<file path="src/rtl/acc_cpu_pkg.sv">
package acc_cpu_pkg;

  typedef enum logic [1:0] {K_NOP, K_LD, K_ADD, K_ST} kind_t;
  typedef enum logic [1:0] {T_A, T_B, T_D} tgt_t;
  typedef enum logic [1:0] {M_NONE, M_IMM, M_DIR, M_EXT} mode_t;

  typedef struct packed {
    logic  valid;
    kind_t kind;
    tgt_t  tgt;
    mode_t mode;
  } dec_t;

  typedef enum logic [2:0] {
    S_FETCH, S_OP, S_B1, S_B2, S_M1, S_M2, S_W2, S_HALT
  } state_t;

  // condition-code bit positions
  localparam int CC_C = 0;
  localparam int CC_V = 1;
  localparam int CC_Z = 2;
  localparam int CC_N = 3;
  localparam int CC_H = 5;

  function automatic dec_t mk_dec(kind_t k, tgt_t t, mode_t m);
    dec_t d;
    d.valid = 1'b1;
    d.kind  = k;
    d.tgt   = t;
    d.mode  = m;
    return d;
  endfunction

endpackage

</file>
<file path="src/rtl/acc_cpu_alu.sv">
module acc_cpu_alu
  import acc_cpu_pkg::*;
#(
  parameter int DW = 8
) (
  input  kind_t             kind,
  input  logic              wide,
  input  logic [2*DW-1:0]   acc,
  input  logic [2*DW-1:0]   opnd,
  input  logic [7:0]        cc_in,
  output logic [2*DW-1:0]   res,
  output logic [7:0]        cc_out
);
  localparam int WW = 2 * DW;
  localparam int HB = DW / 2;

  logic [DW:0] sum_n;
  logic [WW:0] sum_w;
  logic [HB:0] sum_h;

  always_comb begin
    sum_n  = {1'b0, acc[DW-1:0]} + {1'b0, opnd[DW-1:0]};
    sum_w  = {1'b0, acc} + {1'b0, opnd};
    sum_h  = {1'b0, acc[HB-1:0]} + {1'b0, opnd[HB-1:0]};
    cc_out = cc_in;
    res    = acc;
    case (kind)
      K_LD: begin
        res          = wide ? opnd : {{DW{1'b0}}, opnd[DW-1:0]};
        cc_out[CC_V] = 1'b0;
      end
      K_ADD: begin
        if (wide) begin
          res          = sum_w[WW-1:0];
          cc_out[CC_C] = sum_w[WW];
          cc_out[CC_V] = (acc[WW-1] == opnd[WW-1]) && (sum_w[WW-1] != acc[WW-1]);
        end else begin
          res          = {{DW{1'b0}}, sum_n[DW-1:0]};
          cc_out[CC_C] = sum_n[DW];
          cc_out[CC_V] = (acc[DW-1] == opnd[DW-1]) && (sum_n[DW-1] != acc[DW-1]);
          cc_out[CC_H] = sum_h[HB];
        end
      end
      K_ST: cc_out[CC_V] = 1'b0;
      default: ;
    endcase
    if (kind != K_NOP) begin
      cc_out[CC_N] = wide ? res[WW-1] : res[DW-1];
      cc_out[CC_Z] = wide ? (res == '0) : (res[DW-1:0] == '0);
    end
  end

endmodule

</file>
<file path="src/rtl/acc_cpu_decode.sv">
module acc_cpu_decode
  import acc_cpu_pkg::*;
(
  input  logic [7:0] opcode,
  output dec_t       dec
);

  always_comb begin
    dec = '0;
    case (opcode)
      8'h01: dec = mk_dec(K_NOP, T_A, M_NONE);
      8'h86: dec = mk_dec(K_LD,  T_A, M_IMM);
      8'h96: dec = mk_dec(K_LD,  T_A, M_DIR);
      8'hB6: dec = mk_dec(K_LD,  T_A, M_EXT);
      8'hC6: dec = mk_dec(K_LD,  T_B, M_IMM);
      8'hD6: dec = mk_dec(K_LD,  T_B, M_DIR);
      8'hCC: dec = mk_dec(K_LD,  T_D, M_IMM);
      8'hDC: dec = mk_dec(K_LD,  T_D, M_DIR);
      8'h8B: dec = mk_dec(K_ADD, T_A, M_IMM);
      8'h9B: dec = mk_dec(K_ADD, T_A, M_DIR);
      8'hBB: dec = mk_dec(K_ADD, T_A, M_EXT);
      8'hCB: dec = mk_dec(K_ADD, T_B, M_IMM);
      8'hDB: dec = mk_dec(K_ADD, T_B, M_DIR);
      8'hC3: dec = mk_dec(K_ADD, T_D, M_IMM);
      8'hD3: dec = mk_dec(K_ADD, T_D, M_DIR);
      8'h97: dec = mk_dec(K_ST,  T_A, M_DIR);
      8'hB7: dec = mk_dec(K_ST,  T_A, M_EXT);
      8'hD7: dec = mk_dec(K_ST,  T_B, M_DIR);
      8'hDD: dec = mk_dec(K_ST,  T_D, M_DIR);
      default: dec = '0;
    endcase
  end

endmodule

</file>
<file path="src/rtl/acc_cpu.sv">
module acc_cpu
  import acc_cpu_pkg::*;
#(
  parameter int          AW       = 16,
  parameter int          DW       = 8,
  parameter logic [15:0] RESET_PC = 16'hC000
) (
  input  logic            clk,
  input  logic            rst_n,
  output logic [AW-1:0]   mem_addr,
  output logic            mem_rd,
  output logic            mem_wr,
  output logic [DW-1:0]   mem_wdata,
  input  logic [DW-1:0]   mem_rdata,
  output logic            halted_err,
  output logic [2*DW-1:0] acc_d,
  output logic [7:0]      ccr
);
  localparam int WW = 2 * DW;

  // reset synchroniser: asynchronous assert, synchronous release
  logic rst_q1, rst_core_n;
  always_ff @(posedge clk or negedge rst_n) begin
    if (!rst_n) begin
      rst_q1     <= 1'b0;
      rst_core_n <= 1'b0;
    end else begin
      rst_q1     <= 1'b1;
      rst_core_n <= rst_q1;
    end
  end

  state_t        state, state_n;
  logic [AW-1:0] pc, pc_n, ea, ea_n, addr_c, eff;
  logic [DW-1:0] a, a_n, b, b_n, tmp, tmp_n, wdata_c;
  logic [7:0]    cc_n, cc_alu;
  dec_t          dec_q, dec_n, dec_in;
  logic          rd_c, wr_c, exec, mem_go, wide;
  logic [WW-1:0] opnd, sel_acc, res;

  acc_cpu_decode u_dec (.opcode(mem_rdata), .dec(dec_in));

  acc_cpu_alu #(.DW(DW)) u_alu (
    .kind(dec_q.kind), .wide(wide), .acc(sel_acc), .opnd(opnd),
    .cc_in(ccr), .res(res), .cc_out(cc_alu)
  );

  assign wide = (dec_q.tgt == T_D);

  always_comb begin
    case (dec_q.tgt)
      T_D:     sel_acc = {a, b};
      T_B:     sel_acc = {{DW{1'b0}}, b};
      default: sel_acc = {{DW{1'b0}}, a};
    endcase
  end

  // next-state and bus control
  always_comb begin
    state_n = state;
    pc_n    = pc;
    ea_n    = ea;
    tmp_n   = tmp;
    dec_n   = dec_q;
    addr_c  = pc;
    rd_c    = 1'b0;
    wr_c    = 1'b0;
    wdata_c = '0;
    exec    = 1'b0;
    opnd    = '0;
    mem_go  = 1'b0;
    eff     = '0;
    case (state)
      S_FETCH: begin
        rd_c    = 1'b1;
        pc_n    = pc + 1'b1;
        state_n = S_OP;
      end
      S_OP: begin
        dec_n = dec_in;
        if (!dec_in.valid) begin
          state_n = S_HALT;
        end else if (dec_in.kind == K_NOP) begin
          state_n = S_FETCH;
        end else begin
          rd_c    = 1'b1;
          pc_n    = pc + 1'b1;
          state_n = S_B1;
        end
      end
      S_B1: begin
        if (dec_q.mode == M_DIR) begin
          mem_go = 1'b1;
          eff    = {{(AW-DW){1'b0}}, mem_rdata};
        end else if (dec_q.mode == M_IMM && !wide) begin
          opnd    = {{DW{1'b0}}, mem_rdata};
          exec    = 1'b1;
          state_n = S_FETCH;
        end else begin
          tmp_n   = mem_rdata;
          rd_c    = 1'b1;
          pc_n    = pc + 1'b1;
          state_n = S_B2;
        end
      end
      S_B2: begin
        if (dec_q.mode == M_IMM) begin
          opnd    = {tmp, mem_rdata};
          exec    = 1'b1;
          state_n = S_FETCH;
        end else begin
          mem_go = 1'b1;
          eff    = {tmp, mem_rdata};
        end
      end
      S_M1: begin
        if (wide) begin
          tmp_n   = mem_rdata;
          rd_c    = 1'b1;
          addr_c  = ea + 1'b1;
          state_n = S_M2;
        end else begin
          opnd    = {{DW{1'b0}}, mem_rdata};
          exec    = 1'b1;
          state_n = S_FETCH;
        end
      end
      S_M2: begin
        opnd    = {tmp, mem_rdata};
        exec    = 1'b1;
        state_n = S_FETCH;
      end
      S_W2: begin
        wr_c    = 1'b1;
        addr_c  = ea + 1'b1;
        wdata_c = b;
        state_n = S_FETCH;
      end
      default: state_n = S_HALT;
    endcase

    // memory-operand phase shared by direct and extended modes
    if (mem_go) begin
      ea_n   = eff;
      addr_c = eff;
      if (dec_q.kind == K_ST) begin
        wr_c    = 1'b1;
        wdata_c = (dec_q.tgt == T_B) ? b : a;
        exec    = 1'b1;
        state_n = wide ? S_W2 : S_FETCH;
      end else begin
        rd_c    = 1'b1;
        state_n = S_M1;
      end
    end
  end

  // architectural write-back
  always_comb begin
    a_n  = a;
    b_n  = b;
    cc_n = ccr;
    if (exec) begin
      cc_n = cc_alu;
      case (dec_q.tgt)
        T_A:     a_n = res[DW-1:0];
        T_B:     b_n = res[DW-1:0];
        default: {a_n, b_n} = res;
      endcase
    end
  end

  always_ff @(posedge clk or negedge rst_core_n) begin
    if (!rst_core_n) begin
      state <= S_FETCH;
      pc    <= RESET_PC[AW-1:0];
      ea    <= '0;
      tmp   <= '0;
      dec_q <= '0;
      a     <= '0;
      b     <= '0;
      ccr   <= '0;
    end else begin
      state <= state_n;
      pc    <= pc_n;
      ea    <= ea_n;
      tmp   <= tmp_n;
      dec_q <= dec_n;
      if (exec) begin
        a   <= a_n;
        b   <= b_n;
        ccr <= cc_n;
      end
    end
  end

  assign mem_addr   = addr_c;
  assign mem_rd     = rd_c & rst_core_n;
  assign mem_wr     = wr_c & rst_core_n;
  assign mem_wdata  = wdata_c;
  assign halted_err = (state == S_HALT);
  assign acc_d      = {a, b};

endmodule

</file>
<file path="config.mk">
export PLATFORM = sky130hd
export DESIGN_NAME = acc_cpu
export DESIGN_NICKNAME = d
export VERILOG_FILES = /design/src/rtl/acc_cpu_pkg.sv /design/src/rtl/acc_cpu_alu.sv /design/src/rtl/acc_cpu_decode.sv /design/src/rtl/acc_cpu.sv
export SDC_FILE = /design/constraint.sdc
export NUM_CORES = 1
export LEC_CHECK = 0
export BUFFER_PORTS_ARGS = -buffer_cell sky130_fd_sc_hd__buf_2
export CORE_UTILIZATION = 55
export CTS_CLUSTER_DIAMETER = 200
export DETAILED_ROUTE_END_ITERATION = 16
export GPL_TIMING_DRIVEN = 0
export HOLD_SLACK_MARGIN = 0.1
export MAX_ROUTING_LAYER = met4
export PLACE_DENSITY = 0.81
export SLEW_MARGIN = 25
export SYNTH_ARGS = -nofsm -noshare
export SYNTH_HDL_FRONTEND = slang
export SYNTH_HIERARCHICAL = 1
export SYNTH_SLANG_ARGS = --single-unit
</file>
<file path="constraint.sdc">
create_clock -name clk -period 2.7 [get_ports clk]
set_input_delay 0.54 -clock clk [delete_from_list [all_inputs] [get_ports clk]]
set_output_delay 0.54 -clock clk [all_outputs]
set_load 0.005 [all_outputs]
</file>
==> metrics <==
1st-iter DRT viols=769; internal power=0.00376 W; num rows=37; H-tree levels=3; top-count cell post-synth=nand2_1; Area after DPL=6690 um2; clock slew at the register clock pins of the worst setup and hold paths=0.09 ns; routed wire length per instance=22.1 um; Critical Path AT=4.25 ns; post-synthesis sequential area ratio=31.2%; vias in the first global route=6058; clk buf depth=2; Via Count=6380; most frequent cells after synthesis=nand2_1 (82), dfrtp_1 (73), o21ai_0 (43); I/O pin cnt=61; RSZ-0062 raised after global routing=yes; P per Cell Area=826 nW/um2; syn_area_per_cell=8.98 um2; Die ar.=11400 um2; Lkg Pwr=3.79 nW; Synth Area in Adders=5.52%; later-pin clock latency in the skew report=0.38 ns; Net count, final=875; cell area after synthesis=6020 um2; gr ovfl total=0; Slew Viols, Final=0; Hold Vio Cnt, Final=0; xor/xnor share of the synthesized area=6.25%; WP buf/inv=2; Slowest cell on crit path=or4_4; clock share of power=13.4%; CORE AREA=10500 um2; Area Growth Syn to Fin=38.1%; delay-heaviest family, CP=compound AO/OA/AOI/OAI gates; n_diodes=0; Setup CP Type=flop to flop; met2 wire len=10400 um; Cells after Synth=671; EDFF count, synth=0; Yosys Warn Count=6; largest family of logic cells by synthesized area=simple AND/OR/NAND/NOR gates; CP cell instances=inv_4 -> ha_4 -> and2b_2 -> nor2_4 -> and2_4 -> ha_4 -> fa_2 -> a211oi_2 -> nor2_1 -> a221oi_2 -> buf_4 -> xor2_2 -> o221ai_2 -> or4_4 -> o41ai_4 -> a32o_2 -> mux2_4; crit start category=flop; outcome=complete, but fails checks; initial antenna violation count=0; worst min path class=flop to asynchronous set/reset pin; final setup skew=0.0113 ns; Die Ht=107 um; Total GRT Usage=36.1%; Detail Route met3 WL=1680 um; Worst EP required=3.03 ns; post-synth net total=707; Synth Register Bits=75; max_cap viols=0; mux contribution to synthesized area=8.49%; total power=0.00687 W; layout cells sized above 1=43.8%; GPL Wtd Cong=0.928; Final Cell Area=8320 um2; switching power=0.00311 W; Util after Layout=79.5%; post-route DRC violation count=0; combinational fraction of design power=57.8%; Compound-Gate Fraction of Synth Area=19.9%; post-synth top area share=30.3%; predominant post-synthesis flop cell=dfrtp_1; cell taking the most area after synthesis=dfrtp_1; Worst-Margin Slew=0.681 ns; period utilisation layout=145%; Setup violations, final=23; TritonRoute pass-1 iters=8; clock buffers created by TritonCTS=9; clk sink count=75; Post-DP HPWL=12700 um; VDD IR-drop max=0.000582 V; Max Used Layer=met4; CP peak stage delay=0.56 ns; CP dominant cell by count=ha_4; Switching Fraction=45.2%; sequential share of power=28.8%; WL met1=8040 um; crit end category=flop; pin count of the biggest net entering global routing=42; Via-to-Cell Ratio=6.51; Initial Util=57.6%; Distinct cells, synth=83; CTS tree=done; Slew headroom=54.4%; violated checks=negative setup slack; fin crit period=3.92 ns; Simple-Gate Fraction of Synth Area=22.8%; slack of the critical path=-1.22 ns; DRT Wirelength=21600 um; Max Fclk=255 MHz; FFs w/ async S/R, synth=100%; PortBufs=60; global-route wire length before repair=30800 um; Crit Path Max Fanout=8; ranking of synthesized cells by area=dfrtp_1 (30%), ha_1 (5.2%), nand2_1 (5.1%), xnor2_1 (4.4%), mux2_2 (3.9%); Die Width=107 um; Root Buffer=clkbuf_8; worst hold margin=0.303 ns; Post-DRT Antenna Nets=0
flip-flops by register name, indices dropped and copies added, names as in the netlist:
signal      flops
ccr             8
tmp             8
state           3
rst_core_n      1
ea             16
dec_q           6
rst_q1          1
a               8
pc             16
b               8
metrics by stage:
| step | setup slack (ns) | setup TNS, ns | cells |
|---|---|---|---|
| global route | -1.32 | -14.29 | 980 |
| floorplan | -0.946 | -4.39 | 671 |
| CTS | -1.17 | -9.71 | 959 |
| detailed placement | -1.43 | -16.25 | 868 |
| global placement | -1.36 | -13.82 | 867 |
| finish | -1.22 | -11.49 | 980 |
layout by cell type, fill, tap and decap left out, drive strengths merged, types with 5 or more instances in the layout:
cell type	n
a211oi	7
a21o	10
a21oi	31
a22o	15
a22oi	12
a31oi	8
and2	26
and3	11
buf	174
clkbuf	24
dfrtp	73
ha	25
inv	31
mux2	30
mux2i	14
nand2	82
nand2b	8
nand3	21
nand4	11
nor2	42
nor2b	8
nor3	11
nor4	11
o21ai	44
o21bai	6
o221ai	5
o22ai	10
xnor2	30
xor2	13
power by group through the flow:
stage / sequential, W / combinational [W] / clock [W]
after floorplan: 0.00185 / 0.00222 / 0
after global placement: 0.00195 / 0.00290 / 0
after detailed placement: 0.00197 / 0.00301 / 0
after CTS: 0.00194 / 0.00340 / 0.000911
after global routing: 0.00202 / 0.00424 / 0.000977
final: 0.00198 / 0.00397 / 0.000920
kinds of logic after synthesis:
group	Yosys count
simple gates	248
compound gates	172
flops	75
buf+inv	62
mux	44
xor+xnor	43
fa+ha+maj	26
other cells	1
cell type report:
type	instances	area [um2]
tap	136	170
clock inverter	6	71.3
inverter	30	119
buffer	30	293
clock buffer	10	128
multi-input combinational	534	4490
timing repair buffer	159	1160
fill	661	2140
sequential	75	1890
worst paths after layout:
path | start | endpoint | slack, ns | cells past startpoint
min in group clk | rst_q1 | rst_core_n | 0.39 | 0
max in group asynchronous | rst_core_n | state[2] | 1.77 | 1
worst max-delay path | dec_q[2] | ccr[2] | -1.22 | 17
worst min-delay path | rst_core_n | ccr[2] | 0.30 | 0
worst min register to register | rst_core_n | ccr[2] | 0.30 | 0
worst max register to register | dec_q[2] | ccr[2] | -1.22 | 17
routing by layer:
metal	up-vias	global-route usage, %
met5	-	-
met4	0	23.4
met3	145	4.98
met2	443	58.1
met1	3048	42.6
li1	2744	-
what timing repair did:
action / in CTS / in global routing
resized for setup: 87 / 91
hold endpoints to repair: 2 / 0
pin swaps: 34 / 40
setup endpoints to repair: 46 / 61
setup buffers: 76 / 31
hold buffers: 1 / 0
Power figures use the tool's default switching activity.
